[src/rtl/vmb_pkg.sv]
package vmb_pkg;
  typedef enum logic [1:0] {ST_IDLE, ST_MOD, ST_DATA, ST_DONE} st_e;
  typedef enum logic [1:0] {TGT_NONE, TGT_IO, TGT_ID, TGT_REG} tgt_e;
  localparam logic [5:0] AM_SHORT_USR = 6'h29;
  localparam logic [5:0] AM_SHORT_SUP = 6'h2D;
  localparam int unsigned DW  = 16;
  localparam int unsigned MAW = 6;
endpackage

[src/rtl/vmb_decode.sv]
module vmb_decode
  import vmb_pkg::*;
#(
  parameter int unsigned N_SLOT = 5,
  parameter int unsigned SLOT_W = 3
) (
  input  logic [15:1]       addr_i,
  input  logic [5:0]        am_i,
  input  logic [4:0]        base_i,
  output tgt_e              tgt_o,
  output logic [SLOT_W-1:0] slot_o,
  output logic [2:0]        reg_o,
  output logic [MAW-1:0]    maddr_o
);
  logic am_ok, base_ok;

  always_comb begin
    am_ok   = (am_i == AM_SHORT_USR) || (am_i == AM_SHORT_SUP);
    base_ok = (addr_i[15:11] == base_i);
    tgt_o   = TGT_NONE;
    slot_o  = '0;
    reg_o   = '0;
    maddr_o = '0;
    if (am_ok && base_ok) begin
      if (!addr_i[10] && int'(addr_i[9:7]) < N_SLOT) begin
        tgt_o   = TGT_IO;
        slot_o  = SLOT_W'(addr_i[9:7]);
        maddr_o = addr_i[6:1];
      end else if (addr_i[10:9] == 2'b10 && int'(addr_i[8:6]) < N_SLOT) begin
        tgt_o   = TGT_ID;
        slot_o  = SLOT_W'(addr_i[8:6]);
        maddr_o = {1'b0, addr_i[5:1]};
      end else if (addr_i[10:4] == 7'h60 && int'(addr_i[3:1]) < N_SLOT) begin
        tgt_o = TGT_REG;
        reg_o = addr_i[3:1];
      end else if (addr_i[10:4] == 7'h61 && addr_i[3:2] == 2'b00) begin
        tgt_o = TGT_REG;
        reg_o = 3'(N_SLOT + int'(addr_i[1]));
      end
    end
  end
endmodule

[src/rtl/vmb_cregs.sv]
module vmb_cregs #(
  parameter int unsigned N_SLOT     = 5,
  parameter int unsigned RST_CYCLES = 16
) (
  input  logic              clk_i,
  input  logic              rst_ni,
  input  logic              wr_i,
  input  logic [2:0]        idx_i,
  input  logic [7:0]        wdat_i,
  input  logic [N_SLOT-1:0] err_set_i,
  output logic [7:0]        rdat_o,
  output logic [N_SLOT-1:0] mod_rst_o
);
  localparam int unsigned IDX_ERR = N_SLOT;
  localparam int unsigned IDX_RST = N_SLOT + 1;
  localparam int unsigned RCW     = $clog2(RST_CYCLES + 1);

  logic [7:0]        gpr_q [N_SLOT];
  logic [N_SLOT-1:0] err_q, rst_q;
  logic [RCW-1:0]    rcnt_q;
  logic              wr_err, wr_rst;

  assign wr_err = wr_i && (int'(idx_i) == IDX_ERR);
  assign wr_rst = wr_i && (int'(idx_i) == IDX_RST) && (|wdat_i[N_SLOT-1:0]);

  always_ff @(posedge clk_i or negedge rst_ni) begin
    if (!rst_ni) begin
      for (int i = 0; i < N_SLOT; i++) gpr_q[i] <= '0;
    end else if (wr_i) begin
      for (int i = 0; i < N_SLOT; i++)
        if (int'(idx_i) == i) gpr_q[i] <= wdat_i;
    end
  end

  always_ff @(posedge clk_i or negedge rst_ni) begin
    if (!rst_ni) err_q <= '0;
    else if (wr_err) err_q <= (err_q & ~wdat_i[N_SLOT-1:0]) | err_set_i;
    else err_q <= err_q | err_set_i;
  end

  // shared hold counter, reloaded by every reset write
  always_ff @(posedge clk_i or negedge rst_ni) begin
    if (!rst_ni) begin
      rst_q  <= '0;
      rcnt_q <= '0;
    end else if (wr_rst) begin
      rst_q  <= rst_q | wdat_i[N_SLOT-1:0];
      rcnt_q <= RCW'(RST_CYCLES - 1);
    end else if (rcnt_q != '0) begin
      rcnt_q <= rcnt_q - 1'b1;
    end else begin
      rst_q <= '0;
    end
  end

  always_comb begin
    rdat_o = '0;
    if (int'(idx_i) < N_SLOT) rdat_o = gpr_q[idx_i];
    else if (int'(idx_i) == IDX_ERR) rdat_o = 8'(err_q);
    else if (int'(idx_i) == IDX_RST) rdat_o = 8'(rst_q);
  end

  assign mod_rst_o = rst_q;
endmodule

[src/rtl/vmb_ctrl.sv]
module vmb_ctrl
  import vmb_pkg::*;
#(
  parameter int unsigned N_SLOT      = 5,
  parameter int unsigned SLOT_W      = 3,
  parameter int unsigned TIMEOUT_CYC = 64
) (
  input  logic               clk_i,
  input  logic               rst_ni,
  input  logic               as_n_i,
  input  logic [1:0]         ds_n_i,
  input  logic               write_n_i,
  input  logic [DW-1:0]      dat_i,
  input  tgt_e               tgt_i,
  input  logic [SLOT_W-1:0]  slot_i,
  input  logic [MAW-1:0]     maddr_i,
  input  logic [7:0]         creg_rdat_i,
  input  logic [N_SLOT*DW-1:0] mod_dat_i,
  input  logic [N_SLOT-1:0]  mod_ack_ni,
  output logic               dtack_n_o,
  output logic               dat_oe_o,
  output logic [DW-1:0]      dat_o,
  output logic [N_SLOT-1:0]  sel_io_n_o,
  output logic [N_SLOT-1:0]  sel_id_n_o,
  output logic [MAW-1:0]     mod_addr_o,
  output logic [DW-1:0]      mod_dat_o,
  output logic               mod_we_n_o,
  output logic [1:0]         mod_be_n_o,
  output logic               reg_wr_o,
  output logic [N_SLOT-1:0]  err_set_o,
  output logic [N_SLOT:0]    strobe_o
);
  localparam int unsigned CW = $clog2(TIMEOUT_CYC);

  st_e               st_q;
  logic [SLOT_W-1:0] slot_q;
  logic              is_id_q, we_n_q;
  logic [1:0]        be_n_q;
  logic [MAW-1:0]    maddr_q;
  logic [DW-1:0]     wdat_q, rdat_q;
  logic [CW-1:0]     cnt_q;
  logic              start, acked, expired;

  assign start   = (st_q == ST_IDLE) && !as_n_i && !(&ds_n_i) && (tgt_i != TGT_NONE);
  assign acked   = !mod_ack_ni[slot_q];
  assign expired = (cnt_q == CW'(TIMEOUT_CYC - 1));

  always_ff @(posedge clk_i or negedge rst_ni) begin
    if (!rst_ni) begin
      st_q    <= ST_IDLE;
      slot_q  <= '0;
      is_id_q <= 1'b0;
      we_n_q  <= 1'b1;
      be_n_q  <= 2'b11;
      maddr_q <= '0;
      wdat_q  <= '0;
      rdat_q  <= '0;
      cnt_q   <= '0;
    end else begin
      unique case (st_q)
        ST_IDLE: if (start) begin
          slot_q  <= slot_i;
          is_id_q <= (tgt_i == TGT_ID);
          we_n_q  <= write_n_i;
          be_n_q  <= ds_n_i;
          maddr_q <= maddr_i;
          wdat_q  <= dat_i;
          cnt_q   <= '0;
          if (tgt_i == TGT_REG) begin
            rdat_q <= {8'hFF, creg_rdat_i};
            st_q   <= ST_DATA;
          end else begin
            st_q <= ST_MOD;
          end
        end
        ST_MOD: begin
          if (acked) begin
            rdat_q <= mod_dat_i[int'(slot_q)*DW +: DW];
            st_q   <= ST_DATA;
          end else if (expired) begin
            rdat_q <= '1;
            st_q   <= ST_DATA;
          end else begin
            cnt_q <= cnt_q + 1'b1;
          end
        end
        ST_DATA: st_q <= ST_DONE;
        ST_DONE: if (as_n_i && (&ds_n_i)) st_q <= ST_IDLE;
        default: st_q <= ST_IDLE;
      endcase
    end
  end

  for (genvar g = 0; g < N_SLOT; g++) begin : g_slot
    logic hit;
    assign hit           = (st_q == ST_MOD) && (int'(slot_q) == g);
    assign sel_io_n_o[g] = !(hit && !is_id_q);
    assign sel_id_n_o[g] = !(hit && is_id_q);
    assign err_set_o[g]  = hit && !acked && expired;
    assign strobe_o[g]   = start && (tgt_i != TGT_REG) && (int'(slot_i) == g);
  end
  assign strobe_o[N_SLOT] = start && (tgt_i == TGT_REG);

  assign reg_wr_o   = start && (tgt_i == TGT_REG) && !write_n_i && !ds_n_i[0];
  assign dtack_n_o  = (st_q != ST_DONE);
  assign dat_oe_o   = ((st_q == ST_DATA) || (st_q == ST_DONE)) && we_n_q;
  assign dat_o      = rdat_q;
  assign mod_addr_o = maddr_q;
  assign mod_dat_o  = wdat_q;
  assign mod_we_n_o = we_n_q;
  assign mod_be_n_o = be_n_q;
endmodule

[src/rtl/vme_mezz_bridge.sv]
module vme_mezz_bridge
  import vmb_pkg::*;
#(
  parameter int unsigned N_SLOT      = 5,
  parameter int unsigned TIMEOUT_CYC = 64,
  parameter int unsigned RST_CYCLES  = 16
) (
  input  logic                 clk_i,
  input  logic                 rst_ni,
  input  logic [4:0]           base_sel_i,
  input  logic [5:0]           am_i,
  input  logic [15:1]          addr_i,
  input  logic                 as_n_i,
  input  logic [1:0]           ds_n_i,
  input  logic                 write_n_i,
  input  logic [15:0]          dat_i,
  output logic [15:0]          dat_o,
  output logic                 dat_oe_o,
  output logic                 dtack_n_o,
  output logic [N_SLOT-1:0]    mod_sel_io_n_o,
  output logic [N_SLOT-1:0]    mod_sel_id_n_o,
  output logic [5:0]           mod_addr_o,
  output logic [15:0]          mod_dat_o,
  output logic                 mod_we_n_o,
  output logic [1:0]           mod_be_n_o,
  input  logic [N_SLOT*16-1:0] mod_dat_i,
  input  logic [N_SLOT-1:0]    mod_ack_ni,
  output logic [N_SLOT-1:0]    mod_rst_o,
  output logic [N_SLOT:0]      strobe_o
);
  localparam int unsigned SLOT_W = $clog2(N_SLOT);

  tgt_e              tgt;
  logic [SLOT_W-1:0] slot;
  logic [2:0]        reg_idx;
  logic [MAW-1:0]    maddr;
  logic [7:0]        creg_rdat;
  logic              reg_wr;
  logic [N_SLOT-1:0] err_set;

  vmb_decode #(.N_SLOT(N_SLOT), .SLOT_W(SLOT_W)) u_dec (
    .addr_i (addr_i),
    .am_i   (am_i),
    .base_i (base_sel_i),
    .tgt_o  (tgt),
    .slot_o (slot),
    .reg_o  (reg_idx),
    .maddr_o(maddr)
  );

  vmb_cregs #(.N_SLOT(N_SLOT), .RST_CYCLES(RST_CYCLES)) u_regs (
    .clk_i    (clk_i),
    .rst_ni   (rst_ni),
    .wr_i     (reg_wr),
    .idx_i    (reg_idx),
    .wdat_i   (dat_i[7:0]),
    .err_set_i(err_set),
    .rdat_o   (creg_rdat),
    .mod_rst_o(mod_rst_o)
  );

  vmb_ctrl #(.N_SLOT(N_SLOT), .SLOT_W(SLOT_W), .TIMEOUT_CYC(TIMEOUT_CYC)) u_ctrl (
    .clk_i      (clk_i),
    .rst_ni     (rst_ni),
    .as_n_i     (as_n_i),
    .ds_n_i     (ds_n_i),
    .write_n_i  (write_n_i),
    .dat_i      (dat_i),
    .tgt_i      (tgt),
    .slot_i     (slot),
    .maddr_i    (maddr),
    .creg_rdat_i(creg_rdat),
    .mod_dat_i  (mod_dat_i),
    .mod_ack_ni (mod_ack_ni),
    .dtack_n_o  (dtack_n_o),
    .dat_oe_o   (dat_oe_o),
    .dat_o      (dat_o),
    .sel_io_n_o (mod_sel_io_n_o),
    .sel_id_n_o (mod_sel_id_n_o),
    .mod_addr_o (mod_addr_o),
    .mod_dat_o  (mod_dat_o),
    .mod_we_n_o (mod_we_n_o),
    .mod_be_n_o (mod_be_n_o),
    .reg_wr_o   (reg_wr),
    .err_set_o  (err_set),
    .strobe_o   (strobe_o)
  );
endmodule

[config.mk]
export PLATFORM = sky130hd
export DESIGN_NAME = vme_mezz_bridge
export DESIGN_NICKNAME = d
export VERILOG_FILES = /design/src/rtl/vmb_pkg.sv /design/src/rtl/vmb_decode.sv /design/src/rtl/vmb_cregs.sv /design/src/rtl/vmb_ctrl.sv /design/src/rtl/vme_mezz_bridge.sv
export SDC_FILE = /design/constraint.sdc
export NUM_CORES = 1
export LEC_CHECK = 0
export BUFFER_PORTS_ARGS = -buffer_cell sky130_fd_sc_hd__buf_2
export CAP_MARGIN = 40
export CORE_UTILIZATION = 56
export DETAILED_ROUTE_END_ITERATION = 8
export HOLD_SLACK_MARGIN = 0.05
export PLACE_DENSITY = 0.83
export REMOVE_ABC_BUFFERS = 1
export SLEW_MARGIN = 40
export SYNTH_ARGS = -nofsm -noshare
export SYNTH_HDL_FRONTEND = slang
export SYNTH_HIERARCHICAL = 1
export SYNTH_SLANG_ARGS = --single-unit
[constraint.sdc]
create_clock -name clk_i -period 7.4 [get_ports clk_i]
set_clock_uncertainty 0.2 [all_clocks]
set_input_delay 0.37 -clock clk_i [delete_from_list [all_inputs] [get_ports clk_i]]
set_output_delay 0.37 -clock clk_i [all_outputs]
set_load 0.01 [all_outputs]
==> results.txt <==
Counting flops with an async set or reset pin after synthesis yields a share of 100%. The growth of design area from synthesis to finish is 23.6%. The source-to-sink clock delay at the later pin of the worst-skew pair came out at ~340 ps. The number of storage elements in the synthesis netlist is approximately 110. In the global route stage, overall resource usage came out at between 20% and 30%. The remaining routing DRC violations is 0.

The combinational cell fraction of total power is about 27%. The worst hold path was traced through 2 stages. The part of the total power dissipated in sequential elements is roughly 41%.

The number of flops mapped to enable cells by yosys is 0. After filler insertion, the fill cell instance count of the layout stands at 787. The synthesized netlist occupies a cell area of 0.00632 mm^2.

For the final routed database, the setup TNS stands at 0 ps. Of the total power, the share spent switching nets is between 30% and 40%. The cell depth of the worst flop-to-flop path is 7. The average detailed-routed wire length per instance came out at 18.8 um. The routed via count came out at between 5k and 6k. The detail route stage leaves a number of antenna-violating nets equal to 0. The storage element area is ~0.0027 mm^2. In this run the mean area of a mapped cell was ~12 um^2.

The number of global-route vias before repair is ~5.2k. For this run, the detailed router's first-pass iteration total came to 5. The area taken by multi-input logic gates came out at 0.00346 mm^2. The count of endpoints failing setup in the final report came out at 0. Power spread over the standard cell area amounts to ~210 mW/mm^2. The most used flip-flop cell after synthesis is sky130_fd_sc_hd__dfrtp_1. Among all cell types in the netlist, the one instantiated most often is sky130_fd_sc_hd__dfrtp_1. Hold timing on the final database bottoms out at a slack of 59.5 ps.

Entering global routing, the biggest net connects 74 pins. The H-tree was split into 3 levels. The final critical path time including I/O delays and setup is 3830 ps. For the worst setup path, the data required time is between 7000 and 8000 ps. The fraction of the yosys area taken by sequential cells is between 40% and 50%. The starting utilization of the core area is between 50 and 60%. The share of synthesized area in the top cell type comes to between 40% and 50%.

The synthesized design spends more area on one cell type than any other, namely sky130_fd_sc_hd__dfrtp_1. The clock transition at the registers of the reported paths is 80 ps. The count of final max-slew check failures is 0. The relative slew slack is approximately 50%.

The post-placement setup slack came out at 3310 ps. The synthesized netlist cell count is 534. The tool flagged a number of max-cap violations equal to 0. The number of buffer cells added on primary ports is about 200. The die is between 100 and 150 um wide. After synthesis, the cell types taking the most area are sky130_fd_sc_hd__dfrtp_1, sky130_fd_sc_hd__mux2_2, sky130_fd_sc_hd__mux4_2. In this run the worst path has a maximum fanout of 14. The total clock buffers created by CTS came out at 9. At the end of the flow the core is filled with cells to a little over 70%. The post-DP HPWL is ~12000 um.

The number of antenna violations at the first check in global routing is 0. Of the cells placed in the final design, the portion with a size suffix greater than 1 is 50.5%. TritonCTS built the clock tree. For this design, the sink count on the clock tree is roughly 110. The worst setup margin came out at around 3600 ps. The tightest min-delay check is of the input pin to flop type. Setup repair after global routing left no endpoint under its margin. The height of the die came out at ~110 um.

The total length of routed wires came out at ~16000 um. The per-cell via count in the routed design came out at ~6. The die area is around 0.012 mm^2.

0 antenna diodes ended up in the layout. The core region is 0.0109 mm^2. The final-report hold violation count is 0. The number of DRC markers after the initial detailed-route iteration came out at between 400 and 500. The clock network power share came out at roughly 32%. The number of nets at the end of the flow is 861. The arrival time at the worst endpoint came out at about 3900 ps.

The worst-case IR drop observed on VDD is 0.140 mV. The share of the clock period used by the worst path is between 50% and 60%. After layout, the design draws a total of 1670 uW.

The run finished with clean final reports. The critical path launch point type is an input pin. The global placer's final weighted congestion is just under 0.9. Row generation in the floorplan step produced 38 rows. The remaining global-route overflow is 0. The global-route wire length before repair came out at ~25000 um. The unique cell type count in the Yosys netlist is 70. The slew of the pin with the lowest slew margin came out at ~730 ps. The leakage power came out at around 0.0037 uW. The power dissipated by switching net loads came out at around 500 uW. The count of warnings emitted by yosys came out at 6. Counting along the longest clock path gives a buffer depth of 2.

By count the netlist is led by sky130_fd_sc_hd__dfrtp_1, sky130_fd_sc_hd__mux2_2, sky130_fd_sc_hd__nand2_1, sky130_fd_sc_hd__nor2_1, sky130_fd_sc_hd__mux4_2. Pin placement for this block handled 197 I/O pins. CTS placed an instance of sky130_fd_sc_hd__clkbuf_16 at the clock tree root.

The internal power consumption is 1150 uW. The post-CTS setup buffer count is 0. Based on the critical path, the design can be clocked at up to roughly 260 MHz. The setup path with the least slack is of type input pin to flop. The nature of the critical path endpoint is a flop.
## routing by layer
metal  up-vias  share of wire [%]  track usage (%)
li1       2380                  -                -
met1      2640                 40             34.0
met2       247                 53             51.1
met3        25                5.9             2.83
met4         0                1.6             8.40
met5         -                  0                0
## final timing paths
check                           slack [ps]                  startpoint                          endpoint
min in group asynchronous              340                      rst_ni        u_ctrl/st_q[1]$_DFFE_PN0P_
max in group asynchronous             5590                      rst_ni      u_ctrl/slot_q[2]$_DFFE_PN0P_
worst max register to register        4070  u_ctrl/st_q[0]$_DFFE_PN0P_      u_regs/gpr_q[29]$_DFFE_PN0P_
worst max-delay path                  3570               base_sel_i[0]      u_regs/gpr_q[29]$_DFFE_PN0P_
worst min-delay path                    60                   dat_i[12]  u_ctrl/mod_dat_o[12]$_DFFE_PN0P_
worst min register to register         290   u_regs/err_q[2]$_DFF_PN0_         u_regs/err_q[2]$_DFF_PN0_
## kinds of logic after synthesis
logic type	count (synthesis)	share of synthesized area [%]
simple gates	147	14.2
mux	121	26.0
flops	108	42.8
compound gates	99	11.0
buf+inv	45	3.72
xor+xnor	8	1.11
fa+ha+maj	6	1.19
## registers in the layout (all words and copies together), names as in the netlist
| signal | count |
|---|---|
| u_ctrl/mod_dat_o | 16 |
| u_ctrl/mod_addr_o | 6 |
| u_ctrl/dat_o | 16 |
| u_regs/mod_rst_o | 5 |
| u_ctrl/slot_q | 3 |
| u_ctrl/mod_be_n_o | 2 |
| u_ctrl/mod_we_n_o | 1 |
| u_ctrl/cnt_q | 6 |
| u_regs/gpr_q | 40 |
| u_regs/rcnt_q | 5 |
| u_ctrl/is_id_q | 1 |
| u_ctrl/st_q | 2 |
| u_regs/err_q | 5 |
## power by group through the flow
| stage | logic [uW] | clock network (uW) | registers (uW) |
|---|---|---|---|
| 6_report | 447 | 537 | 683 |
| 3_5_place_dp | 439 | 0 | 693 |
| 3_3_place_gp | 419 | 0 | 690 |
| 2_1_floorplan | 252 | 0 | 707 |
| 5_1_grt | 488 | 572 | 690 |
| 4_1_cts | 443 | 548 | 682 |
## through the flow
step / cell area (um^2) / cells
final: 7820 / 867
after global routing: 7820 / 867
after CTS: 7800 / 867
after detailed placement: 7420 / 847
after global placement: 7390 / 847
after floorplan: 6140 / 504
## worst max-delay path: stages
cell and delay, ps:
sky130_fd_sc_hd__buf_2 100, sky130_fd_sc_hd__xnor2_1 190, sky130_fd_sc_hd__nand4_2 490, sky130_fd_sc_hd__a211oi_1 750, sky130_fd_sc_hd__and3_1 280, sky130_fd_sc_hd__nor3b_2 490
sky130_fd_sc_hd__nor4bb_4 770, sky130_fd_sc_hd__mux2_2 420
## area by class of cell
cell class	instances	share of cell area, %
inverters	15	0.720
clock buffers	9	2.88
multi-input cells	381	44.2
well taps	140	2.24
repair buffers	207	13.8
flip-flops and latches	108	34.6
clock inverters	7	1.46
## layout by cell type (no fill, tap or decap), types with 3 or more instances in the layout
master,instances
sky130_fd_sc_hd__nor4b_2,3
sky130_fd_sc_hd__nand2b_1,4
sky130_fd_sc_hd__nor4bb_1,3
sky130_fd_sc_hd__o211ai_1,9
sky130_fd_sc_hd__a2bb2oi_1,5
sky130_fd_sc_hd__mux2_2,86
sky130_fd_sc_hd__nor2_1,29
sky130_fd_sc_hd__a2111oi_0,3
sky130_fd_sc_hd__inv_6,3
sky130_fd_sc_hd__ha_1,5
sky130_fd_sc_hd__buf_4,8
sky130_fd_sc_hd__dfrtp_1,104
sky130_fd_sc_hd__clkbuf_16,9
sky130_fd_sc_hd__buf_2,194
sky130_fd_sc_hd__nor4b_1,5
sky130_fd_sc_hd__nor4_2,4
sky130_fd_sc_hd__o21bai_1,10
sky130_fd_sc_hd__and3_1,4
sky130_fd_sc_hd__dlygate4sd3_1,4
sky130_fd_sc_hd__a21oi_1,22
sky130_fd_sc_hd__nor2b_1,12
sky130_fd_sc_hd__a21o_1,5
sky130_fd_sc_hd__nor4b_4,3
sky130_fd_sc_hd__dfstp_2,3
sky130_fd_sc_hd__nand3_1,13
sky130_fd_sc_hd__xnor2_1,7
sky130_fd_sc_hd__nand2_1,32
sky130_fd_sc_hd__nor3_1,6
sky130_fd_sc_hd__or3_1,3
sky130_fd_sc_hd__inv_1,14
sky130_fd_sc_hd__mux4_2,25
sky130_fd_sc_hd__o21ai_0,13
sky130_fd_sc_hd__mux2i_1,8
sky130_fd_sc_hd__a31oi_1,10
sky130_fd_sc_hd__nor3b_1,3
## repair_timing
action                    CTS  global route
hold buffers                4             0
resized for setup           0             0
hold endpoints to repair   35             0
Power figures use the tool's default switching activity.
